--- src/rtl/hpw_pkg.sv ---
package hpw_pkg;

  // window offsets (the decoder depends on these)
  localparam logic [3:0] OFS_SEL   = 4'h0;
  localparam logic [3:0] OFS_FLAGS = 4'h4;
  localparam logic [3:0] OFS_CMD   = 4'h5;
  localparam logic [3:0] OFS_DATA  = 4'h8;

  // command codes
  localparam logic [7:0] CMD_SCAN    = 8'd0;
  localparam logic [7:0] CMD_OST_EV  = 8'd1;
  localparam logic [7:0] CMD_OST_ST  = 8'd2;
  localparam logic [7:0] CMD_ARCH_ID = 8'd3;

  // control byte bit positions
  localparam int CTL_CLR_INS = 1;
  localparam int CTL_CLR_REM = 2;
  localparam int CTL_EJECT   = 3;
  localparam int CTL_HANDOFF = 4;

  typedef struct packed {
    logic handoff;
    logic rem;
    logic ins;
    logic en;
  } hpw_flags_t;

  function automatic logic [7:0] pack_status(input hpw_flags_t f);
    return {3'b000, f.handoff, 1'b0, f.rem, f.ins, f.en};
  endfunction

  function automatic logic [63:0] arch_id(input logic [31:0] idx,
                                          input logic [31:0] base,
                                          input logic [31:0] step,
                                          input logic [15:0] tag);
    logic [31:0] lo;
    lo = base + idx * step;
    return {tag, idx[15:0], lo};
  endfunction

endpackage

--- src/rtl/hpw_cpu_slot.sv ---
module hpw_cpu_slot
  import hpw_pkg::*;
#(
  parameter bit EN_AT_RESET = 1'b0
) (
  input  logic       clk,
  input  logic       rst_n,
  input  logic       ins_req_i,
  input  logic       rem_req_i,
  input  logic       clr_ins_i,
  input  logic       clr_rem_i,
  input  logic       handoff_i,
  input  logic       eject_i,
  output hpw_flags_t flags_o
);

  logic en_q, ins_q, rem_q, fw_q;

  always_ff @(posedge clk or negedge rst_n) begin
    if (!rst_n) begin
      en_q  <= EN_AT_RESET;
      ins_q <= 1'b0;
      rem_q <= 1'b0;
      fw_q  <= 1'b0;
    end else begin
      if (eject_i)        en_q <= 1'b0;
      else if (ins_req_i) en_q <= 1'b1;

      if (ins_req_i)      ins_q <= 1'b1;
      else if (clr_ins_i) ins_q <= 1'b0;

      if (rem_req_i)      rem_q <= 1'b1;
      else if (clr_rem_i) rem_q <= 1'b0;

      if (eject_i)        fw_q <= 1'b0;
      else if (handoff_i) fw_q <= 1'b1;
    end
  end

  assign flags_o = '{handoff: fw_q, rem: rem_q, ins: ins_q, en: en_q};

  p_eject_drops_en_r6: assert property (@(posedge clk) disable iff (!rst_n)
    eject_i |=> (!en_q && !fw_q));

  p_request_wins_r7: assert property (@(posedge clk) disable iff (!rst_n)
    ins_req_i |=> (ins_q && en_q));

  p_clear_insert_r4: assert property (@(posedge clk) disable iff (!rst_n)
    (clr_ins_i && !ins_req_i) |=> !ins_q);

  p_handoff_set_r5: assert property (@(posedge clk) disable iff (!rst_n)
    (handoff_i && !eject_i) |=> fw_q);

endmodule

--- src/rtl/hpw_pend_search.sv ---
module hpw_pend_search #(
  parameter int N  = 8,
  parameter int IW = 3
) (
  input  logic [N-1:0]  pend_i,
  output logic          hit_o,
  output logic [IW-1:0] idx_o
);

  // walk downward so the lowest set index is the one left standing
  always_comb begin
    hit_o = 1'b0;
    idx_o = '0;
    for (int i = N - 1; i >= 0; i--) begin
      if (pend_i[i]) begin
        hit_o = 1'b1;
        idx_o = IW'(i);
      end
    end
  end

endmodule

--- src/rtl/hpw_access_dec.sv ---
module hpw_access_dec
  import hpw_pkg::*;
(
  input  logic       wr_i,
  input  logic       rd_i,
  input  logic       dw_i,
  input  logic [3:0] addr_i,
  input  logic       sel_ok_i,
  output logic       we_sel_o,
  output logic       we_ctl_o,
  output logic       we_cmd_o,
  output logic       we_data_o,
  output logic       re_hi_o,
  output logic       re_flags_o,
  output logic       re_data_o
);

  logic dw_at_sel, byte_at_flags, byte_at_cmd, dw_at_data;

  assign dw_at_sel     = dw_i && (addr_i == OFS_SEL);
  assign byte_at_flags = !dw_i && (addr_i == OFS_FLAGS);
  assign byte_at_cmd   = !dw_i && (addr_i == OFS_CMD);
  assign dw_at_data    = dw_i && (addr_i == OFS_DATA);

  // the selector write is the only one that passes an out-of-range selector
  assign we_sel_o   = wr_i && dw_at_sel;
  assign we_ctl_o   = wr_i && sel_ok_i && byte_at_flags;
  assign we_cmd_o   = wr_i && sel_ok_i && byte_at_cmd;
  assign we_data_o  = wr_i && sel_ok_i && dw_at_data;

  assign re_hi_o    = rd_i && sel_ok_i && dw_at_sel;
  assign re_flags_o = rd_i && sel_ok_i && byte_at_flags;
  assign re_data_o  = rd_i && sel_ok_i && dw_at_data;

endmodule

--- src/rtl/cpu_hp_regwin.sv ---
module cpu_hp_regwin
  import hpw_pkg::*;
#(
  parameter int          MAX_CPUS = 8,
  parameter logic [31:0] ID_BASE  = 32'h0000_0020,
  parameter logic [31:0] ID_STEP  = 32'h0000_0002,
  parameter logic [15:0] ID_TAG   = 16'hA5C3,
  localparam int         IDX_W    = (MAX_CPUS > 1) ? $clog2(MAX_CPUS) : 1
) (
  input  logic                clk,
  input  logic                rst_n,
  input  logic                bus_wr,
  input  logic                bus_rd,
  input  logic                bus_dw,
  input  logic [3:0]          bus_addr,
  input  logic [31:0]         bus_wdata,
  output logic [31:0]         bus_rdata,
  input  logic [MAX_CPUS-1:0] ins_req,
  input  logic [MAX_CPUS-1:0] rem_req,
  output logic                eject_pulse,
  output logic [IDX_W-1:0]    eject_cpu,
  output logic                ost_pulse,
  output logic [31:0]         ost_event,
  output logic [31:0]         ost_status
);

  // ---------------- selector ----------------
  logic [31:0]      sel_q = '0;   // power-up value; reset does not touch it
  logic             sel_ok;
  logic [IDX_W-1:0] sel_idx;

  assign sel_ok  = (sel_q < 32'(MAX_CPUS));
  assign sel_idx = sel_q[IDX_W-1:0];

  // ---------------- decode ----------------
  logic we_sel, we_ctl, we_cmd, we_data, re_hi, re_flags, re_data;

  hpw_access_dec u_dec (
    .wr_i       (bus_wr),
    .rd_i       (bus_rd),
    .dw_i       (bus_dw),
    .addr_i     (bus_addr),
    .sel_ok_i   (sel_ok),
    .we_sel_o   (we_sel),
    .we_ctl_o   (we_ctl),
    .we_cmd_o   (we_cmd),
    .we_data_o  (we_data),
    .re_hi_o    (re_hi),
    .re_flags_o (re_flags),
    .re_data_o  (re_data)
  );

  // ---------------- command ----------------
  logic [7:0] cmd_q;
  logic       scan_fire;

  assign scan_fire = we_cmd && (bus_wdata[7:0] == CMD_SCAN);

  always_ff @(posedge clk or negedge rst_n) begin
    if (!rst_n)      cmd_q <= CMD_SCAN;
    else if (we_cmd) cmd_q <= bus_wdata[7:0];
  end

  // ---------------- per-processor state ----------------
  hpw_flags_t            flags_a [MAX_CPUS];
  logic [MAX_CPUS-1:0]   pend;
  logic                  ctl_eject;

  assign ctl_eject = we_ctl && bus_wdata[CTL_EJECT];

  for (genvar g = 0; g < MAX_CPUS; g++) begin : g_slot
    logic picked;
    assign picked = (sel_idx == IDX_W'(g));

    hpw_cpu_slot #(.EN_AT_RESET(g == 0)) u_slot (
      .clk       (clk),
      .rst_n     (rst_n),
      .ins_req_i (ins_req[g]),
      .rem_req_i (rem_req[g]),
      .clr_ins_i (we_ctl && picked && bus_wdata[CTL_CLR_INS]),
      .clr_rem_i (we_ctl && picked && bus_wdata[CTL_CLR_REM]),
      .handoff_i (we_ctl && picked && bus_wdata[CTL_HANDOFF]),
      .eject_i   (ctl_eject && picked),
      .flags_o   (flags_a[g])
    );

    assign pend[g] = flags_a[g].ins | flags_a[g].rem;
  end

  // ---------------- pending-event scan ----------------
  logic             scan_hit;
  logic [IDX_W-1:0] scan_idx;

  hpw_pend_search #(.N(MAX_CPUS), .IW(IDX_W)) u_scan (
    .pend_i (pend),
    .hit_o  (scan_hit),
    .idx_o  (scan_idx)
  );

  always_ff @(posedge clk) begin
    if (we_sel)                     sel_q <= bus_wdata;
    else if (scan_fire && scan_hit) sel_q <= 32'(scan_idx);
  end

  // ---------------- eject notification ----------------
  always_ff @(posedge clk or negedge rst_n) begin
    if (!rst_n) begin
      eject_pulse <= 1'b0;
      eject_cpu   <= '0;
    end else begin
      eject_pulse <= ctl_eject;
      if (ctl_eject) eject_cpu <= sel_idx;
    end
  end

  // ---------------- status report words ----------------
  logic ost_ev_we, ost_st_we;

  assign ost_ev_we = we_data && (cmd_q == CMD_OST_EV);
  assign ost_st_we = we_data && (cmd_q == CMD_OST_ST);

  always_ff @(posedge clk or negedge rst_n) begin
    if (!rst_n) begin
      ost_event  <= '0;
      ost_status <= '0;
      ost_pulse  <= 1'b0;
    end else begin
      ost_pulse <= ost_st_we;
      if (ost_ev_we) ost_event  <= bus_wdata;
      if (ost_st_we) ost_status <= bus_wdata;
    end
  end

  // ---------------- read path ----------------
  hpw_flags_t  sel_flags;
  logic [63:0] sel_id;

  assign sel_flags = sel_ok ? flags_a[sel_idx] : '0;
  assign sel_id    = arch_id(32'(sel_idx), ID_BASE, ID_STEP, ID_TAG);

  always_comb begin
    bus_rdata = '0;
    if (re_hi) begin
      if (cmd_q == CMD_ARCH_ID) bus_rdata = sel_id[63:32];
    end else if (re_flags) begin
      bus_rdata = {24'b0, pack_status(sel_flags)};
    end else if (re_data) begin
      if (cmd_q == CMD_SCAN)         bus_rdata = sel_q;
      else if (cmd_q == CMD_ARCH_ID) bus_rdata = sel_id[31:0];
    end
  end

  // ---------------- assertions ----------------
  p_blocked_read_r2: assert property (@(posedge clk) disable iff (!rst_n)
    (bus_rd && !sel_ok) |-> (bus_rdata == 32'd0));

  p_blocked_write_r2: assert property (@(posedge clk) disable iff (!rst_n)
    (bus_wr && !sel_ok) |=> ($stable(cmd_q) && !eject_pulse && !ost_pulse));

  p_scan_moves_r8: assert property (@(posedge clk) disable iff (!rst_n)
    (scan_fire && scan_hit) |=> (sel_q == 32'($past(scan_idx))));

  p_scan_miss_r8: assert property (@(posedge clk) disable iff (!rst_n)
    (scan_fire && !scan_hit) |=> $stable(sel_q));

  p_eject_carries_idx_r6: assert property (@(posedge clk) disable iff (!rst_n)
    ctl_eject |=> (eject_pulse && eject_cpu == $past(sel_idx)));

  p_ost_pulse_r11: assert property (@(posedge clk) disable iff (!rst_n)
    ost_st_we |=> (ost_pulse && ost_status == $past(bus_wdata)));

  p_sel_write_r1: assert property (@(posedge clk) disable iff (!rst_n)
    we_sel |=> (sel_q == $past(bus_wdata)));

endmodule

--- config.mk ---
export PLATFORM = sky130hd
export DESIGN_NAME = cpu_hp_regwin
export DESIGN_NICKNAME = d
export VERILOG_FILES = /design/src/rtl/hpw_pkg.sv /design/src/rtl/hpw_cpu_slot.sv /design/src/rtl/hpw_pend_search.sv /design/src/rtl/hpw_access_dec.sv /design/src/rtl/cpu_hp_regwin.sv
export SDC_FILE = /design/constraint.sdc
export NUM_CORES = 1
export LEC_CHECK = 0
export BUFFER_PORTS_ARGS = -buffer_cell sky130_fd_sc_hd__buf_2
export CORE_ASPECT_RATIO = 0.7
export CORE_UTILIZATION = 41
export CTS_CLUSTER_SIZE = 25
export DETAILED_ROUTE_END_ITERATION = 6
export PLACE_DENSITY_LB_ADDON = 0.05
export RECOVER_POWER = 25
export SETUP_SLACK_MARGIN = 0.3
export SYNTH_ARGS = -nofsm -noshare
export SYNTH_HDL_FRONTEND = slang
export SYNTH_SLANG_ARGS = --single-unit
--- constraint.sdc ---
create_clock -name clk -period 4.2 [get_ports clk]
set_clock_uncertainty 0.15 [all_clocks]
set_input_delay 0.84 -clock clk [delete_from_list [all_inputs] [get_ports clk]]
set_output_delay 0.84 -clock clk [all_outputs]
set_load 0.02 [all_outputs]
# --- Word level (Yosys, flattened, before mapping) ---
# Index checks and enable logic that the tools add are counted.
classes:
  n_reduce_logical: 96
  addsub: 1
  n_eq_ne: 13
  order_cmp: 2
  muxes: 92
  bitwise_logic: 9
ops:
  columns: ["op", "n"]
  rows:
  - ["$mux 32", 7]
  - ["$mux 1", 72]
  - ["$reduce_bool 2->1", 33]
  - ["$logic_and 1x1->1", 58]
  - ["$lt 32x4->1 const B", 1]
  - ["$mux 3", 8]
  - ["$eq 8x2->1 const B", 2]
  - ["$logic_not 8->1", 2]
  - ["$bmux 4 s3", 1]
  - ["$eq 3x3->1 const B", 4]
  - ["$mux 4", 3]
  - ["$eq 4x3->1 const B", 2]
  - ["$eq 8x1->1 const B", 1]
  - ["$or 1x1->1", 8]
  - ["$add 6x4->7 const A", 1]
  - ["$mux 7", 1]
  - ["$eq 3x2->1 const B", 2]
  - ["$eq 4x4->1 const B", 1]
  - ["$ge 4x4->1 const B", 1]
  - ["$logic_not 4->1", 1]
  - ["$not 3->4", 1]
  - ["$eq 3x1->1 const B", 1]
  - ["$logic_not 3->1", 1]
  - ["$logic_not 1->1", 1]
word_totals:
  reg_bits: 141
  output_inout_bits: 101

# --- Logic depth before layout (Yosys ltp) ---
# Gate-level depths: netlist (run 1).
logic_depth:
  word_depth: 12
  ltp_mapped: 6
  depth_no_buf: 5

# --- Cells and area by module ---
# A second synthesis (run 1) with hierarchy kept.
unflattened:
  hier_cells: 540
  hier_area_um2: 6807.8
by_module_without_submodules:
  columns: ["module", "n_inst", "area_per_inst_um2", "cells_per_inst"]
  rows:
  - ["cpu_hp_regwin", 1, 5285.1, 386]
  - ["hpw_cpu_slot (g_slot[1].u_slot ...)", 7, 167.7, 16]
  - ["hpw_cpu_slot (g_slot[0].u_slot)", 1, 168.9, 16]
  - ["hpw_access_dec", 1, 100.1, 13]
  - ["hpw_pend_search", 1, 80.1, 13]

# --- Worst setup path before layout (run 1) ---
# Ideal clock, no wire load.
synth_timing:
  kind: "input -> register"
  start: "in bus_addr[3]"
  end: "reg sel_q[0], enable pin"
  slack_ps: -30
  arrival_time_ps: 3652
  required_ps: 3622
  path_stages: 5
  path_buffers: 2
  cell_sequence: "buf_2 -> or3b_2 -> or4_1 -> buf_2 -> o21bai_1"
synth_via:
  elab_chain_cells: 6
  elab_cells_between_ends: 9
  cone_classes: "eq/ne (1); reduce/logical (8)"
synth_lines:
  columns: ["element", "line", "rtl"]
  rows:
  - ["start: declaration", "cpu_hp_regwin.sv:15", "input logic [3:0] bus_addr,"]
  - ["$eq 4x3->1", "hpw_access_dec.sv:22", "assign byte_at_cmd = !dw_i && (addr_i == OFS_CMD);"]
  - ["$logic_and 1x1->1", "hpw_access_dec.sv:22", null]
  - ["$logic_and 1x1->1", "hpw_access_dec.sv:28", "assign we_cmd_o = wr_i && sel_ok_i && byte_at_cmd;"]
  - ["$logic_and 1x1->1", "cpu_hp_regwin.sv:57", "assign scan_fire = we_cmd && (bus_wdata[7:0] == CMD_SCAN);"]
  - ["$logic_and 1x1->1", "cpu_hp_regwin.sv:102", "else if (scan_fire && scan_hit) sel_q <= 32'(scan_idx);"]
  - ["$reduce_bool 2->1 (no line) (*)", null, null]
  - ["end signal: assignment", "cpu_hp_regwin.sv:101", "if (we_sel) sel_q <= bus_wdata;"]
  - ["end signal: assignment", "cpu_hp_regwin.sv:102", null]
  - ["end: declaration", "cpu_hp_regwin.sv:28", "logic [31:0] sel_q = '0;"]
# Mark *: on every way between the ends. The rest lies on a longest branch, timed or not.
# A chain may end at the register's enable or synchronous reset.

# --- Final worst setup path (run 1) ---
layout_timing:
  start: "reg sel_q[24]"
  end: "out bus_rdata[1]"
layout_via:
  elab_chain_cells: 6
  elab_cells_between_ends: 9
  cone_classes: "order compare (1); mux (4); reduce/logical (4)"
layout_lines:
  columns: ["element", "line", "rtl"]
  rows:
  - ["$lt 32x4->1 (*)", "cpu_hp_regwin.sv:32", "assign sel_ok = (sel_q < 32'(MAX_CPUS));"]
  - ["$logic_and 1x1->1", "hpw_access_dec.sv:31, hpw_access_dec.sv:32, hpw_access_dec.sv:33", null]
  - ["$logic_and 1x1->1", "hpw_access_dec.sv:33", "assign re_data_o = rd_i && sel_ok_i && dw_at_data;"]
  - ["$mux 32", "cpu_hp_regwin.sv:147", "end else if (re_data) begin"]
  - ["$mux 32", "cpu_hp_regwin.sv:145", "end else if (re_flags) begin"]
  - ["$mux 32 (*)", "cpu_hp_regwin.sv:143", "if (re_hi) begin"]
  - ["end: declaration", "cpu_hp_regwin.sv:17", "output logic [31:0] bus_rdata,"]
# Marked as above.

==> results of run 1 <==
-- logic make-up (layout without fill, tap and decap cells) --
kind of cell	after synthesis	after routing	synth area share [%]
AOI/OAI and AO/OA	61	61	6.51
and+or+nand+nor	145	145	13.6
DFF	141	141	58.4
buffers and inverters	48	180	4.71
other	1	18	0.0593
muxes	88	88	16.7
-- layout make-up --
class	count	area, sq um
clock buffers	19	433
inverters	1	3.75
well taps	195	244
fillers	1312	7120
repair buffers	147	779
multi-input cells	312	2420
flip-flops and latches	141	3690
clock inverters	13	165
-- report_power, final --
part / leakage (nW) / switching [mW] / total, mW / internal [mW]
logic: 1.66 / 0.0825 / 0.114 / 0.0313
registers: 1.63 / 0.00174 / 1.40 / 1.40
clock network: 0.292 / 0.577 / 1.51 / 0.937
total: 3.59 / 0.661 / 3.03 / 2.37
-- through the flow --
step           cell area, sq um  cells  utilization, %
6_report                   7740    828            52.1
5_1_grt                    7740    828            52.1
4_1_cts                    7740    828            52.1
3_5_place_dp               7140    796            48.0
3_3_place_gp               7140    796            48.0
2_1_floorplan              6390    501               -
-- placed cells by master, fill, tap and decap left out, types with 5 or more instances in the layout --
cell type	synthesis	final
conb_1	1	18
dfrtp_1	108	108
nor3_1	14	13
edfxtp_1	32	32
nand3_1	13	13
buf_2	4	138
nand4_1	11	11
and2_1	32	32
mux2i_1	5	5
nor4_1	14	14
a21o_1	17	17
mux4_2	5	5
clkbuf_16	0	17
buf_4	18	6
nor2_1	25	24
mux2_2	74	74
a31oi_1	16	16
a21oi_1	7	7
nand2_1	10	10
o21ai_0	5	5
-- worst max-delay path by stage --
stage | startpoint | endpoint | slack [ns]
5_1_grt | sel_q[0] | bus_rdata[2] | 0.44
2_1_floorplan | bus_addr[3] | sel_q[0] | 0.65
3_3_place_gp | bus_addr[2] | bus_rdata[26] | 0.85
6_report | sel_q[24] | bus_rdata[1] | 0.54
3_5_place_dp | bus_addr[2] | bus_rdata[1] | 0.77
4_1_cts | sel_q[24] | bus_rdata[1] | 0.35
-- flip-flops by register name (all words and copies together) (netlist names), 8 cells and up --
| signal | flops |
|---|---|
| ost_event | 32 |
| ost_status | 32 |
| sel_q | 32 |
| cmd_q | 8 |
| g_slot.u_slot.en_q | 8 |
| g_slot.u_slot.fw_q | 8 |
| g_slot.u_slot.ins_q | 8 |
| g_slot.u_slot.rem_q | 8 |
-- worst register-to-register path: cells and delay by family (launching register included) --
kind                   cells  cell delay [ns]
AO/OA/AOI/OAI              1             0.47
AND/OR/NAND/NOR            3             1.58
flip-flops                 1             0.37
buffers and inverters      1             0.23
-- per-layer routing --
metal | wire (microns) | vias up
met1 | 7170 | 2165
met5 | 0 | -
met4 | 190 | 0
met2 | 6570 | 165
met3 | 1450 | 15
li1 | - | 2027
-- repair_timing --
action	in CTS	in global routing
setup endpoints to repair	0	10
gates resized for setup	0	1
setup buffers	0	0
==> flow_metrics.tcl, run 1 <==
set metrics [dict create \
    dp_slack_ns 0.767 \
    fin_ws_ns 0.538 \
    grt_pass1_wl_microns 24400 \
    clk_pin_slew_ns 0.06 \
    peakVddDrop_v 0.000293 \
    die_h_microns 106 \
    slew_viol_final 53 \
    tns_ns 0 \
    r2r_start "sel_q[24]" \
    async_flop_share_pct 77.3 \
    tightest_slew_ns 2.91 \
    yosysUniqueCellTypes 51 \
    hp-class "flop to flop" \
    top_usage_layer "met1" \
    ff2ff_path_depth 5 \
    first_pass_iters 5 \
    static-leakage-power_nw 3.59 \
    holdPathStages 1 \
    synth.top_cells.by_area "dfrtp_1 (43%), edfxtp_1 (15%), mux2_2 (13%), and2_1 (3.2%), buf_4 (2.1%)" \
    n_antenna_cell 0 \
    grtUsageMet3_pct 5.54 \
    cts.sinks 141 \
    synth-seq-cells 141 \
    failed_checks "capacitance limit, slew limit" \
    cp_num_buf_inv 1 \
    cts_htree_levels 4 \
    arrival_ns 2.67 \
    maxSlewHeadroom_pct -94.2 \
    synth_area_sq_um 6320 \
    final-setup-viol-count 0 \
    grt_use_met1_pct 30.6 \
    synth_warnings 0 \
    fp.dieW_microns 150 \
    hold_viol_final 0 \
    placementRows 37 \
    reg2reg_slack_ns 1.10 \
    grt_max_degree 58 \
    syn_inst 484 \
    wl_per_cell_microns 18.6 \
    status "finished, violations left" \
    critical-path-top-delay-family "simple AND/OR/NAND/NOR gates" \
    cap_violations 1 \
    design.portCount 158 \
    yosysSeqAreaShare_pct 58.4 \
    portBuffers 139 \
    min_from "ost_event[28]" \
    cts-buffers-inserted 17 \
    dp_hpwl_microns 11000 \
    drc 0 \
    use_met2_pct 29.7 \
    min_period_ns 3.66 \
    layout.nets 677 \
    end_kind "primary output" \
    grt-ovfl-total 0 \
    ys.flop_type "dfrtp_1" \
    rsz0062_at_grt "false" \
    fin_crit_sh_pct 87.2 \
    via_per_inst 5.28 \
    insertion_delay_ns 0.42 \
    critPathSlowestCell "nor4_1" \
    cp_num_cells 6 \
    root_buffer "clkbuf_16" \
    worstPathCellList "nor4_1 -> nand4_1 -> nor2_2 -> nand2_2 -> o22ai_1 -> buf_2" \
    drive_gt1_share_pct 43.3 \
    timing.hold.ws_ns 0.347 \
    synth_most_common_cell "dfrtp_1" \
    antenna_left 0 \
    first_global_vias 4409 \
    synth_commonest_cells "dfrtp_1 (108), mux2_2 (74), and2_1 (32), edfxtp_1 (32), nor2_1 (25)" \
    cts_hold_buf 0 \
    avgSynthCellArea_sq_um 13.1 \
    startpoint_type "flop" \
    cp_max_fo 10 \
    max_freq_mhz 273 \
    synth_top_area_share_pct 42.8 \
    cts_tree "yes" \
    core_sq_um 14900 \
    via_count 4372 \
    synth-edff-count 32 \
    track_usage_pct 20.8 \
    reg2reg_to "sel_q[4]" \
    synth_top_area_cell "dfrtp_1" \
    finalWirelength_microns 15400 \
    grt_antenna_before_repair 0 \
    die_area_sq_um 15900 \
    p_total_mw 3.03 \
    clockBufferDepth 2 \
    cpPeakStageDelay_ns 0.47 \
    min_to "ost_event[28]" \
    critPathRequiredTime_ns 3.21 \
    syn2layout_area_growth_pct 22.4 \
    start_util_pct 42.5 \
    power_density_nw_per_um2 392 \
    gp_congestion 0.835 \
    drtIter0Drc 296 \
    critical_path_class "flop to primary output" \
]
Power figures use the tool's default switching activity.
==> inputs of run 2 (changes only) <==
Settings changed: ABC_AREA from default to 1, BUFFER_PORTS_ARGS -buffer_cell sky130_fd_sc_hd__buf_2 to default, DONT_BUFFER_PORTS from default to 1.
==> flow_metrics.tcl, run 2 <==
set metrics [dict create \
    status "finished, violations left" \
    failed_checks "capacitance limit, slew limit" \
    p_sw_share_pct 21.6 \
    final_cell_mix "nand2_1 (116), inv_1 (111), nor2_1 (109), dfrtp_1 (108), o21ai_0 (39)" \
    yosysUniqueCellTypes 40 \
    end_kind "primary output" \
    pwr-share-clk_pct 51.1 \
    synth_most_common_cell "nand2_1" \
    antenna_left 0 \
    async_flop_share_pct 77.3 \
    finalWirelength_microns 16100 \
    drc 0 \
    root_buffer "clkbuf_16" \
    synth_top_area_cell "dfrtp_1" \
    r2r_start "sel_q[13]" \
    synth-seq-cells 141 \
    final_common_cell "nand2_1" \
    hold_viol_final 0 \
    clk_pin_slew_ns 0.06 \
    first_global_vias 4413 \
    core_sq_um 15500 \
    crit_start "sel_q[13]" \
    slew_viol_final 109 \
    power_density_nw_per_um2 422 \
    intPower_mw 2.38 \
    avgSynthCellArea_sq_um 9.11 \
    dpl_cell_area_sq_um 6570 \
    top_regs "ost_event (32), ost_status (32), sel_q (32)" \
    hp-class "input pin to async pin" \
    rsz0062_at_grt "false" \
    syn_inst 718 \
    yosysSeqAreaShare_pct 56.4 \
    fin_crit_sh_pct 80.8 \
    insertion_delay_ns 0.41 \
    drive_gt1_share_pct 11.5 \
    gp_congestion 0.929 \
    wl_per_cell_microns 17.3 \
    tightest_slew_ns 2.73 \
    critPathRequiredTime_ns 3.21 \
    min_period_ns 3.39 \
    n_antenna_cell 0 \
    ys.flop_type "dfrtp_1" \
    cts.sinks 141 \
    track_usage_pct 20.8 \
    critical_path_class "flop to primary output" \
    design.portCount 158 \
    grt_antenna_before_repair 0 \
    synth_warnings 0 \
    maxSlewHeadroom_pct -82.0 \
    drtIter0Drc 497 \
    static-leakage-power_nw 3.35 \
    final-setup-viol-count 0 \
    layout.nets 772 \
    dp_hpwl_microns 11400 \
    portBuffers 0 \
    start_util_pct 42.1 \
    cp_max_fo 10 \
    first_pass_iters 6 \
    synth_area_sq_um 6540 \
    cts_resized 0 \
    final_area_sq_um 7190 \
    clockBufferDepth 2 \
    syn2layout_area_growth_pct 9.83 \
    fp.dieW_microns 153 \
    grt-ovfl-total 0 \
    peakVddDrop_v 0.000290 \
    cts_htree_levels 4 \
    nFillCells 1517 \
    cap_violations 1 \
    synth-edff-count 32 \
    grt_pass1_wl_microns 25200 \
    max_freq_mhz 295 \
    switchingPower_mw 0.657 \
    startpoint_type "flop" \
    arrival_ns 2.40 \
    via_count 4748 \
    placementRows 38 \
    synth_commonest_cells "nand2_1 (116), inv_1 (111), nor2_1 (109)" \
    tns_ns 0 \
    die_area_sq_um 16500 \
    p_seq_share_pct 46.2 \
    cts_tree "yes" \
    combPwrFrac_pct 2.7 \
    via_per_inst 5.12 \
    cts-buffers-inserted 17 \
    synth.top_cells.by_area "dfrtp_1 (41%), edfxtp_1 (15%), nand2_1 (6.7%), inv_1 (6.4%), nor2_1 (6.3%)" \
    grt_max_degree 109 \
    synth_top_area_share_pct 41.3 \
    die_h_microns 108 \
]
==> run 2: cells by family after synthesis <==
group	count (synthesis)	synth area share (%)
compound gates	140	13.3
other cells	1	0.0573
flops	141	56.4
buf+inv	158	11.7
simple gates	278	18.6
==> run 2: layout make-up <==
class / count / area, sq um / area share, %
clock inverters: 14 / 161 / 2.25
repair buffers: 6 / 42.5 / 0.592
multi-input cells: 436 / 2170 / 30.2
flip-flops and latches: 141 / 3690 / 51.3
clock buffers: 18 / 450 / 6.27
inverters: 113 / 424 / 5.90
well taps: 200 / 250 / 3.48
==> run 2: path summary, 6_finish.rpt <==
| check | depth (start not counted) | slack, ns | end |
|---|---|---|---|
| worst max-delay path | 11 | 0.81 | bus_rdata[2] |
| worst min-delay path | 0 | 0.12 | g_slot[0].u_slot.en_q |
| worst max register to register | 10 | 1.42 | sel_q[27] |
| worst min register to register | 2 | 0.33 | g_slot[0].u_slot.en_q |
| max in group asynchronous | 1 | 1.15 | g_slot[1].u_slot.en_q |
| min in group clk | 2 | 0.33 | g_slot[0].u_slot.en_q |
==> run 2: through the flow <==
step	cells	worst slack, ns	total power, mW	hold slack (ns)	util [%]
floorplan	735	0.700	1.49	0.292	-
global placement	895	0.940	1.49	0.311	42.3
finish	928	0.807	3.04	0.117	46.2
global route	928	0.611	3.16	0.0881	46.2
CTS	928	0.781	3.08	0.0920	46.4
detailed placement	895	0.923	1.49	0.311	42.3
==> run 2: worst max-delay path, stage by stage (launching register included) <==
cell,delay [ns]
edfxtp_1,0.39
inv_1,0.07
nand2_1,0.05
nor2_1,0.15
nand2_1,0.07
nor2_1,0.12
nand2_2,0.10
nor2_1,0.32
nand2_2,0.25
inv_1,0.15
nand2_1,0.07
nand3_1,0.24
==> run 2: power by group through the flow <==
| stage | Combinational [mW] | Clock, mW | Sequential [mW] |
|---|---|---|---|
| 3_3_place_gp | 0.0629 | 0 | 1.43 |
| 3_5_place_dp | 0.0633 | 0 | 1.43 |
| 6_report | 0.0826 | 1.55 | 1.40 |
| 2_1_floorplan | 0.0626 | 0 | 1.43 |
| 5_1_grt | 0.0943 | 1.66 | 1.40 |
| 4_1_cts | 0.0881 | 1.59 | 1.40 |
==> run 2: per-layer routing <==
metal	wire length (microns)	global-route usage, %	up-vias
met5	0	0	-
met4	155	6.78	0
met3	1350	7.00	17
met2	6360	27.3	195
met1	8190	31.3	2259
li1	-	-	2277
==> run 2: timing repair <==
item | in CTS | in global routing
hold buffers | 1 | 0
setup endpoints to repair | 0 | 0
setup buffers | 0 | 0
endpoints found under the hold margin | 108 | 0
